--- config.mk ---
export PLATFORM = sky130hd
export DESIGN_NAME = muldiv_unit
export DESIGN_NICKNAME = d
export VERILOG_FILES = /design/src/rtl/muldiv_pkg.sv /design/src/rtl/muldiv_mult.sv /design/src/rtl/muldiv_div.sv /design/src/rtl/muldiv_seq.sv /design/src/rtl/muldiv_unit.sv
export SDC_FILE = /design/constraint.sdc
export NUM_CORES = 1
export LEC_CHECK = 0
export BUFFER_PORTS_ARGS = -buffer_cell sky130_fd_sc_hd__buf_2
export CORE_AREA = 2 2 255 257
export CTS_CLUSTER_SIZE = 16
export DETAILED_ROUTE_END_ITERATION = 10
export DIE_AREA = 0 0 257 259
export HOLD_SLACK_MARGIN = 0.03
export SYNTH_ARGS = -nofsm -noshare
export SYNTH_HDL_FRONTEND = slang
export SYNTH_SLANG_ARGS = --single-unit
--- constraint.sdc ---
create_clock -name clk -period 63.6 [get_ports clk]
set_input_delay 12.72 -clock clk [delete_from_list [all_inputs] [get_ports clk]]
set_output_delay 12.72 -clock clk [all_outputs]
set_load 0.02 [all_outputs]
--- src/rtl/muldiv_pkg.sv ---
// Shared sizes, register layout and operation type for the multiply/divide
// peripheral. Assumes every operand width is a whole number of bytes.
package muldiv_pkg;
    localparam int BYTE_W   = 8;
    localparam int NUM_REGS = 5;
    localparam int ADDR_W   = 3;

    localparam int MLR_W = 8;              // multiplier
    localparam int MCD_W = 16;             // multiplicand
    localparam int PRD_W = MLR_W + MCD_W;  // product
    localparam int DVD_W = 24;             // dividend
    localparam int DVS_W = 16;             // divisor
    localparam int QUO_W = 16;             // quotient

    // Lowest byte index of each field in the register file.
    localparam int MLR_IDX = 1;
    localparam int MCD_IDX = 3;
    localparam int PRD_IDX = 1;
    localparam int DVD_IDX = 0;
    localparam int DVS_IDX = 3;
    localparam int QUO_IDX = 0;

    localparam logic [ADDR_W-1:0] LAST_REG  = ADDR_W'(NUM_REGS - 1);
    localparam logic [ADDR_W-1:0] CTRL_ADDR = ADDR_W'(NUM_REGS);

    localparam int CTL_MUL_BIT = 0;
    localparam int CTL_DIV_BIT = 1;
    localparam int CTL_OVF_BIT = 2;

    typedef enum logic [1:0] {
        OP_IDLE = 2'd0,
        OP_MUL  = 2'd1,
        OP_DIV  = 2'd2
    } op_e;
endpackage

--- src/rtl/muldiv_mult.sv ---
// Unsigned shift-and-add multiplier, purely combinational.
// Assumes P_W >= A_W + B_W so that no product bit is lost.
module muldiv_mult #(
    parameter int A_W = 8,
    parameter int B_W = 16,
    parameter int P_W = A_W + B_W
) (
    input  logic [A_W-1:0] a,
    input  logic [B_W-1:0] b,
    output logic [P_W-1:0] p
);
    logic [P_W-1:0] pp [A_W];

    // One shifted copy of b per multiplier bit.
    for (genvar i = 0; i < A_W; i++) begin : g_pp
        assign pp[i] = a[i] ? ({{(P_W-B_W){1'b0}}, b} << i) : '0;
    end

    // Sum of the partial products.
    always_comb begin
        p = '0;
        for (int i = 0; i < A_W; i++) begin
            p = p + pp[i];
        end
    end
endmodule

--- src/rtl/muldiv_div.sv ---
// Unsigned restoring divider, one array stage per quotient bit, purely
// combinational. Flags a zero divisor or a quotient wider than Q_W bits.
// The quotient is meaningful only when ovf is low.
// Assumes NUM_W - Q_W < DEN_W.
module muldiv_div #(
    parameter int NUM_W = 24,
    parameter int DEN_W = 16,
    parameter int Q_W   = 16
) (
    input  logic [NUM_W-1:0] num,
    input  logic [DEN_W-1:0] den,
    output logic [Q_W-1:0]   quo,
    output logic             ovf
);
    localparam int HI_W = NUM_W - Q_W;

    logic [DEN_W-1:0] rem [Q_W];

    // Upper dividend bits start the partial remainder.
    assign rem[0] = {{(DEN_W-HI_W){1'b0}}, num[NUM_W-1:Q_W]};
    // The quotient fits only if the upper bits are below the divisor.
    assign ovf    = (den == '0) || (rem[0] >= den);

    for (genvar i = 0; i < Q_W; i++) begin : g_step
        logic [DEN_W:0] trial;
        assign trial = {rem[i], num[Q_W-1-i]};
        if (i < Q_W - 1) begin : g_mid
            logic [DEN_W:0] diff;
            // Subtract; the borrow bit tells whether the divisor fitted.
            assign diff       = trial - {1'b0, den};
            assign quo[Q_W-1-i] = ~diff[DEN_W];
            assign rem[i+1]   = diff[DEN_W] ? trial[DEN_W-1:0] : diff[DEN_W-1:0];
        end else begin : g_last
            // The last stage needs only the compare.
            assign quo[Q_W-1-i] = (trial >= {1'b0, den});
        end
    end
endmodule

--- src/rtl/muldiv_seq.sv ---
// Operation sequencer: accepts a start request when idle, chooses divide
// over multiply, and times the run in clocks. done marks its last cycle.
// Assumes CYC >= 1 and that div_ovf is stable for the whole run.
module muldiv_seq
    import muldiv_pkg::*;
#(
    parameter int CYC = 1
) (
    input  logic clk,
    input  logic rst_n,
    input  logic launch,
    input  logic req_mul,
    input  logic req_div,
    input  logic div_ovf,
    output logic busy,
    output logic done,
    output op_e  cur_op
);
    localparam int CNT_W = (CYC > 1) ? $clog2(2 * CYC) : 1;
    localparam logic [CNT_W-1:0] SHORT_RUN = CNT_W'(CYC - 1);
    localparam logic [CNT_W-1:0] LONG_RUN  = CNT_W'(2 * CYC - 1);

    logic [CNT_W-1:0] cnt;

    // Start, count down and finish an operation.
    always_ff @(posedge clk) begin
        if (!rst_n) begin
            cur_op <= OP_IDLE;
            cnt    <= '0;
        end else if (cur_op == OP_IDLE) begin
            if (launch && req_div) begin
                cur_op <= OP_DIV;
                cnt    <= div_ovf ? SHORT_RUN : LONG_RUN;
            end else if (launch && req_mul) begin
                cur_op <= OP_MUL;
                cnt    <= SHORT_RUN;
            end
        end else if (cnt == '0) begin
            cur_op <= OP_IDLE;
        end else begin
            cnt <= cnt - 1'b1;
        end
    end

    assign busy = (cur_op != OP_IDLE);
    assign done = busy && (cnt == '0);
endmodule

--- src/rtl/muldiv_unit.sv ---
// Memory-mapped multiply/divide unit. Five byte registers hold operands and
// results; the control register at CTRL_ADDR starts an operation and shows
// the divide overflow flag. Bus writes are ignored and reads return zero
// while busy. The operand registers have no reset; their contents after
// reset are undefined to software.
module muldiv_unit
    import muldiv_pkg::*;
#(
    parameter int CLKS_PER_ICYC = 1
) (
    input  logic              clk,
    input  logic              rst_n,
    input  logic [ADDR_W-1:0] addr,
    input  logic              wr_en,
    input  logic [BYTE_W-1:0] wr_data,
    output logic [BYTE_W-1:0] rd_data,
    output logic              busy
);
    logic [BYTE_W-1:0] regs [NUM_REGS];
    logic              ovf_q;
    logic              done;
    op_e               cur_op;
    logic              reg_wr;
    logic              ctrl_wr;
    logic [MLR_W-1:0]  mlr;
    logic [MCD_W-1:0]  mcd;
    logic [PRD_W-1:0]  prd;
    logic [DVD_W-1:0]  dvd;
    logic [DVS_W-1:0]  dvs;
    logic [QUO_W-1:0]  quo;
    logic              div_ovf;

    // Bus writes are accepted only when idle.
    assign reg_wr  = wr_en && !busy && (addr <= LAST_REG);
    assign ctrl_wr = wr_en && !busy && (addr == CTRL_ADDR);

    // Assemble operands from the byte registers.
    always_comb begin
        mlr = regs[MLR_IDX];
        for (int k = 0; k < MCD_W / BYTE_W; k++) mcd[k*BYTE_W +: BYTE_W] = regs[MCD_IDX + k];
        for (int k = 0; k < DVD_W / BYTE_W; k++) dvd[k*BYTE_W +: BYTE_W] = regs[DVD_IDX + k];
        for (int k = 0; k < DVS_W / BYTE_W; k++) dvs[k*BYTE_W +: BYTE_W] = regs[DVS_IDX + k];
    end

    muldiv_mult #(.A_W(MLR_W), .B_W(MCD_W), .P_W(PRD_W)) u_mult (
        .a(mlr), .b(mcd), .p(prd)
    );

    muldiv_div #(.NUM_W(DVD_W), .DEN_W(DVS_W), .Q_W(QUO_W)) u_div (
        .num(dvd), .den(dvs), .quo(quo), .ovf(div_ovf)
    );

    muldiv_seq #(.CYC(CLKS_PER_ICYC)) u_seq (
        .clk     (clk),
        .rst_n   (rst_n),
        .launch  (ctrl_wr),
        .req_mul (wr_data[CTL_MUL_BIT]),
        .req_div (wr_data[CTL_DIV_BIT]),
        .div_ovf (div_ovf),
        .busy    (busy),
        .done    (done),
        .cur_op  (cur_op)
    );

    // Register file: bus writes when idle, result write-back on completion.
    always_ff @(posedge clk) begin
        if (reg_wr) begin
            regs[addr] <= wr_data;
        end else if (rst_n && done && cur_op == OP_MUL) begin
            for (int k = 0; k < PRD_W / BYTE_W; k++) regs[PRD_IDX + k] <= prd[k*BYTE_W +: BYTE_W];
        end else if (rst_n && done && cur_op == OP_DIV && !div_ovf) begin
            for (int k = 0; k < QUO_W / BYTE_W; k++) regs[QUO_IDX + k] <= quo[k*BYTE_W +: BYTE_W];
        end
    end

    // Overflow flag: each divide sets or clears it, each multiply clears it.
    always_ff @(posedge clk) begin
        if (!rst_n)    ovf_q <= 1'b0;
        else if (done) ovf_q <= (cur_op == OP_DIV) ? div_ovf : 1'b0;
    end

    // Read mux; blank while busy, start bits always read back as zero.
    always_comb begin
        rd_data = '0;
        if (!busy) begin
            if (addr <= LAST_REG)        rd_data = regs[addr];
            else if (addr == CTRL_ADDR)  rd_data[CTL_OVF_BIT] = ovf_q;
        end
    end
endmodule

==> results.md, run 1 <==
- Time the worst path needs with I/O delays and setup: 57.66 ns
- Count of maximum capacitance violations: 0
- Bufs on Longest Clock Path: 2
- Fill cell instance count of the final layout: 6,830
- Main combinational cell family by area after synthesis: adder cells
- Worst-case hold path end point: ovf_q
- Number of warnings printed during yosys synthesis: 0
- Number of max-slew violations in the final report: 0
- Clk root buf: sky130_fd_sc_hd__clkbuf_16
- Final setup vio count: 0
- Post-synthesis simple-gate area fraction: 19.1%
- Syn avg cell area: 7.83 sq um
- Post-route setup slack: 5.94 ns
- TritonCTS clock tree: yes
- Worst setup skew after layout: 0.0160 ns
- Distinct cells, synth: 97
- Cell at the slowest stage of the critical path: sky130_fd_sc_hd__nor3_4
- Worst-path clk slew: 0.07 ns
- Post-Synth Adder-Cell Area: 30.8%
- Xor and xnor area share after synthesis: 6.77%
- Period utilisation layout: 90.7%
- Sequential area share after synthesis: 6.74%
- Setup CP Type: flip-flop to flip-flop
- Number of synthesized flops with an enable pin: 40
- Overall overflow remaining after global route: 0
- CTS buffer count: 5
- Crit Path Max Fanout: 31
- Number of setup buffers added after CTS: 0
- Fraction of layout cells with a size suffix above 1: 8.85%
- Area of the placeable core: 63,900 sq um
- Critical path buffers and inverters: 9
- Critical R2R Capture: regs[0][0]
- Routed wire per std cell: 16.1 um
- Worst Setup End Kind: flip-flop
- F_max: 17.3 MHz
- Critical path arrival: 57.72 ns
- Leading register cell type out of synthesis: sky130_fd_sc_hd__edfxtp_1
- Die outline area: 66,600 sq um
- Worst Setup Slack post-DPL: 5.77 ns
- Post-synthesis instance area: 19,000 sq um
- Tightest Pin Transition: 1.06 ns
- GR Util All Layers: 15.7%
- Max stage delay on crit path: 0.78 ns
- Reg-to-reg critical path startpoint: regs[3][2]
- First-pass iteration count of the detailed router: 6
- Largest net degree at the start of global routing: 32
- Vias in the first global route: 16,300
- Depth of the worst register-to-register path: 270
- Final Hold Violating Endpoints: 0
- H-Tree Level Count: 2
- Relative area change from synthesis to final layout: 6.63%
- Multi-input gate area in the final layout: 16,600 sq um
- Post-synth ARST share: 0%
- Port Buf Inserts: 22
- Hold path start: ovf_q
- Yosys top cell area share: 20.0%
- # DRC: 0
- Row cnt: 93
- Antenna violations before repair: 2
- Cells after synthesis: 2,427
- Setup repair after global routing missed its margin: false
- Antenna diode instance count: 0
- Category of the worst setup path launch point: flip-flop
- Ports: 23
- TNS Setup: 0 ns
- Count leader, synth: sky130_fd_sc_hd__ha_1
- Number of vias after detailed routing: 16,900
- Drt first-iter violations: 981
- Number of clock sinks: 44
- Data required, critical path: 63.66 ns
- Effective utilization at floorplan: 29.7%
- Die width: 257 um
- Gpl congestion: 0.887
- Setup slack of the most critical reg-to-reg path: 5.94 ns
- Depth of the worst hold-timing path: 2
- Min-Delay Path Class: flip-flop to flip-flop
- Vertical extent of the die: 259 um
- Final wirelength: 52.7 mm
- Total half-perimeter wirelength after legalization and detailed placement: 41.0 mm
- Crit-path most repeated cell: sky130_fd_sc_hd__o21ai_0
- Count of antenna-violating nets left after detailed routing: 0
- Worst slew margin relative to its limit: 28.8%
- Mux share of post-synthesis cell area: 8.22%
- Fraction of the core area covered by cells at the end of the flow: 31.7%
- Area fraction in compound gates after synthesis: 22.5%
- Avg Vias per Cell: 5.16
- Most instantiated cells after synthesis: sky130_fd_sc_hd__ha_1 (304), sky130_fd_sc_hd__nand2_1 (254), sky130_fd_sc_hd__nor2_1 (243), sky130_fd_sc_hd__inv_1 (206), sky130_fd_sc_hd__o21ai_0 (164)
- Run status: finished, final reports clean
- Fin nets: 2,837
- Count of state elements after synthesis: 44
- Top cell family by delay on the critical path: compound AO/OA/AOI/OAI gates
- Largest area contributor in the netlist: sky130_fd_sc_hd__ha_1
- Sequential cell area: 1280 sq um
- Synth area leaders: sky130_fd_sc_hd__ha_1 (20%), sky130_fd_sc_hd__fa_1 (11%), sky130_fd_sc_hd__edfxtp_1 (6.3%)
- Insertion delay to the later sink of the worst-skew pair: 0.30 ns
- Global-route wire length before repair: 85.4 mm
[cells in the final DEF (no fill, tap or decap), drive strengths merged, types with 47 or more instances in the layout]
cell type	netlist	routed
a21o	101	101
a21oi	130	130
buf	26	47
fa	101	101
ha	304	304
inv	211	211
mux2	101	101
nand2	255	255
nand2b	60	60
nor2	248	248
o21ai	172	172
xnor2	76	76
xor2	70	70
[worst register-to-register path, delay by kind of cell (launching register included)]
kind,cells,cell delay [ns]
buffers and inverters,9,1.46
adder cells (fa/ha/maj),16,5.37
XOR/XNOR,2,1.09
flip-flops,1,0.71
AO/OA/AOI/OAI,163,31.74
AND/OR/NAND/NOR,70,13.93
multiplexers,10,3.08
[cell families (layout without fill, tap and decap cells)]
group,after synthesis,count (layout)
xor+xnor,146,146
other cells,1,3
compound gates,642,642
fa+ha+maj,408,408
mux,135,135
flops,44,44
buf+inv,277,267
simple gates,774,774
[stage by stage]
step / hold WS (ns) / std cells / area (sq um)
finish: 0.490 / 3274 / 20300
detailed placement: 0.479 / 3266 / 20100
global route: 0.522 / 3274 / 20300
CTS: 0.489 / 3274 / 20200
global placement: 0.477 / 3266 / 20100
floorplan: 0.457 / 2429 / 19000
[state kept, by name, summed over array words and instances, names as in the netlist]
| name | count |
|---|---|
| regs | 40 |
| u_seq.cur_op | 2 |
| ovf_q | 1 |
| u_seq.cnt | 1 |
[per-layer routing]
layer	track usage [%]	vias to the layer above	part of all wire [%]
met2	27.1	348	46
li1	-	8532	-
met1	20.8	7945	46
met5	0	-	0.030
met3	2.21	79	5.7
met4	3.33	2	2.1
[timing repair]
| action | in CTS | in global routing |
|---|---|---|
| gates resized for setup | 0 | 2 |
| hold buffers | 0 | 0 |
| setup endpoints to repair | 0 | 1 |
[worst max path at each step]
stage                     from  slack, ns    endpoint  depth (start not counted)
floorplan           regs[3][2]      10.77  regs[0][0]                        292
finish              regs[3][2]       5.94  regs[0][0]                        270
detailed placement  regs[3][2]       5.77  regs[0][0]                        270
global route        regs[3][2]        0.1  regs[0][0]                        270
CTS                 regs[3][2]       5.51  regs[0][0]                        270
global placement    regs[3][2]       6.73  regs[0][0]                        270
[area by class of cell]
cell class | instances | share of cell area [%]
Clock buffer | 6 | 0.636
Clock inverter | 2 | 0.173
Inverter | 212 | 3.93
Multi-Input combinational cell | 2108 | 82.2
Sequential cell | 44 | 6.32
Tap cell | 855 | 5.28
Timing Repair Buffer | 47 | 1.47
Power of run 1 is left out: the tool's default activity adds up to more than one toggle a clock period on the data nets, which glitch-free logic cannot reach.
==> run 2: changes to the inputs <==
Clock period 63.6 ns to 58.2 ns, I/O delays scaled along.
==> run 2 against run 1 <==
Compared with the run above:
- register-to-register slack got worse by 0.31 ns
- via count increased by 1.5%
- die area did not move
- worst setup slack worse by 0.31 ns
- final cell count rose by 1.4%
- global-route usage rose by 0.11 points
- core utilization up 0.79 points
- fmax is 9.7% higher
- critical path depth rose by 7
==> results.md, run 2 (synthesized netlist as in run 1, its figures left out) <==
- Run status: finished, final reports clean (unchanged)
- Reg-to-reg critical path startpoint: regs[3][3] (was regs[3][2])
- Crit Path Max Fanout: 27 (was 31)
- Max stage delay on crit path: 0.52 ns (was 0.78 ns)
- Met2 Track Usage GR: 27.6% (was 27.1%)
- Critical R2R Capture: regs[0][0] (unchanged)
- Port Buf Inserts: 22 (unchanged)
- Clk root buf: sky130_fd_sc_hd__clkbuf_16 (unchanged)
- Worst setup path startpoint: regs[3][3] (was regs[3][2])
- Crit-path most repeated cell: sky130_fd_sc_hd__o21ai_0 (unchanged)
- Number of max-slew violations in the final report: 0 (unchanged)
- Worst Hold Margin: 0.502 ns (was 0.490 ns)
- Largest register FFs: 40 (unchanged)
- GR Layer Usage met1: 21.0% (was 20.8%)
- Worst-path clk slew: 0.07 ns (about the same)
- Setup CP Type: flip-flop to flip-flop (unchanged)
- Area of the placeable core: 63,900 sq um (unchanged)
- Effective utilization at floorplan: 29.7% (unchanged)
- Routed wire per std cell: 16.5 um (was 16.1 um)
- Fill cell instance count of the final layout: 6,755 (was 6,830)
- Count of antenna-violating nets left after detailed routing: 0 (unchanged)
- Sequential cell area: 1280 sq um (unchanged)
- Gpl congestion: 0.925 (was 0.887)
- Relative area change from synthesis to final layout: 9.28% (was 6.63%)
- Number of vias after detailed routing: 17,200 (was 16,900)
- Critical path buffers and inverters: 16 (was 9)
- Final Hold Violating Endpoints: 0 (unchanged)
- Die width: 257 um (unchanged)
- Drt first-iter violations: 1,003 (was 981)
- Min-Delay Path Class: flip-flop to flip-flop (unchanged)
- Count of maximum capacitance violations: 0 (unchanged)
- Data required, critical path: 58.25 ns (was 63.66 ns)
- First-pass iteration count of the detailed router: 5 (was 6)
- Fraction of layout cells with a size suffix above 1: 11.2% (was 8.85%)
- Avg Vias per Cell: 5.17 (was 5.16)
- Depth of the worst hold-timing path: 2 (unchanged)
- Instance count on the critical path: 277 (was 270)
- Overall overflow remaining after global route: 0 (unchanged)
- Insertion delay to the later sink of the worst-skew pair: 0.31 ns (was 0.30 ns)
- Number of placed cells counting well taps: 3,267 (was 3,266)
- Die outline area: 66,600 sq um (unchanged)
- Largest reg by FF count: regs (unchanged)
- Fin nets: 2,883 (was 2,837)
- Ports: 23 (unchanged)
- Final wirelength: 54.6 mm (was 52.7 mm)
- Most frequent cells in the layout: sky130_fd_sc_hd__ha_1 (304), sky130_fd_sc_hd__nand2_1 (253), sky130_fd_sc_hd__nor2_1 (241) (was sky130_fd_sc_hd__ha_1 (304), sky130_fd_sc_hd__nand2_1 (254), sky130_fd_sc_hd__nor2_1 (241))
- F_max: 19.0 MHz (was 17.3 MHz)
- Multi-input gate area in the final layout: 16,800 sq um (was 16,600 sq um)
- Time the worst path needs with I/O delays and setup: 52.57 ns (was 57.66 ns)
- Number of clock sinks: 44 (unchanged)
- Antenna violations before repair: 3 (was 2)
- TritonCTS clock tree: yes (unchanged)
- Tightest Pin Transition: 1.16 ns (was 1.06 ns)
- GR Util All Layers: 15.8% (was 15.7%)
- Final setup vio count: 0 (unchanged)
- Total half-perimeter wirelength after legalization and detailed placement: 41.9 mm (was 41.0 mm)
- Non-filler instance count after layout: 3,320 (was 3,274)
- Fraction of the core area covered by cells at the end of the flow: 32.5% (was 31.7%)
- Critical path arrival: 52.62 ns (was 57.72 ns)
- Most common library cell in the layout ignoring fill and taps: sky130_fd_sc_hd__ha_1 (unchanged)
- Row cnt: 93 (unchanged)
- Met3 layer usage reported by global route: 1.53% (was 2.21%)
- Top cell family by delay on the critical path: compound AO/OA/AOI/OAI gates (unchanged)
- Depth of the worst register-to-register path: 277 (was 270)
- # DRC: 0 (unchanged)
- H-Tree Level Count: 2 (unchanged)
- Vertical extent of the die: 259 um (unchanged)
- Vias in the first global route: 16,400 (was 16,300)
- Period utilisation layout: 90.3% (was 90.7%)
- Count of hold buffers inserted by post-cts repair: 0 (unchanged)
- CP endpoint: regs[0][0] (unchanged)
- Worst Setup End Kind: flip-flop (unchanged)
- CTS buffer count: 5 (unchanged)
- Cell at the slowest stage of the critical path: sky130_fd_sc_hd__edfxtp_1 (was sky130_fd_sc_hd__nor3_4)
- Antenna diode instance count: 0 (unchanged)
- Largest regs: regs x40, u_seq.cur_op x2 (unchanged)
- Bufs on Longest Clock Path: 2 (unchanged)
- Largest net degree at the start of global routing: 32 (unchanged)
- Worst slew margin relative to its limit: 21.5% (was 28.8%)
- Setup slack of the most critical reg-to-reg path: 5.63 ns (was 5.94 ns)
- TNS Setup: 0 ns (unchanged)
- Global-route wire length before repair: 85.8 mm (was 85.4 mm)
- Worst setup skew after layout: 0.0149 ns (was 0.0160 ns)
- Category of the worst setup path launch point: flip-flop (unchanged)
- Global routing's busiest layer: met2 (unchanged)
[run 2: what timing repair did]
| item | 4_1_cts | 5_1_grt |
|---|---|---|
| setup buffers | 0 | 41 |
| endpoints found under the setup margin | 0 | 2 |
| resized for setup | 0 | 39 |
| hold endpoints to repair | 0 | 0 |
[run 2: cell type report]
class                           instances  share of cell area, %
Clock buffer                            6                  0.669
Clock inverter                          2                  0.187
Inverter                              212                   3.83
Multi-Input combinational cell       2112                   81.0
Sequential cell                        44                   6.17
Tap cell                              855                   5.15
Timing Repair Buffer                   89                   2.99
[run 2: per-layer routing]
metal  vias to the layer above  part of all wire [%]
met3                        76                   4.4
met5                         -                 0.022
met2                       379                    47
li1                       8623                     -
met4                         2                   2.3
met1                      8072                    46
[run 2: how the worst min path moves through the flow]
stage	from	end	slack (ns)
after floorplan	ovf_q	ovf_q	0.46
after global placement	ovf_q	ovf_q	0.48
after detailed placement	ovf_q	ovf_q	0.48
after CTS	ovf_q	ovf_q	0.49
after global routing	ovf_q	ovf_q	0.53
final	u_seq.cur_op[1]	u_seq.cur_op[1]	0.50
[run 2: metrics by stage]
stage                     worst slack, ns  area (sq um)
after global routing               -0.157         20800
final                                5.63         20800
after CTS                           0.924         20300
after global placement               2.03         20100
after detailed placement             1.29         20100
after floorplan                      5.37         19000
[run 2: worst min-delay path, stage by stage, from the launching register on]
cell and delay (ns):
sky130_fd_sc_hd__dfxtp_1 0.33, sky130_fd_sc_hd__nand2_1 0.06, sky130_fd_sc_hd__a21boi_0 0.07
Power of run 2 is left out for the same reason.
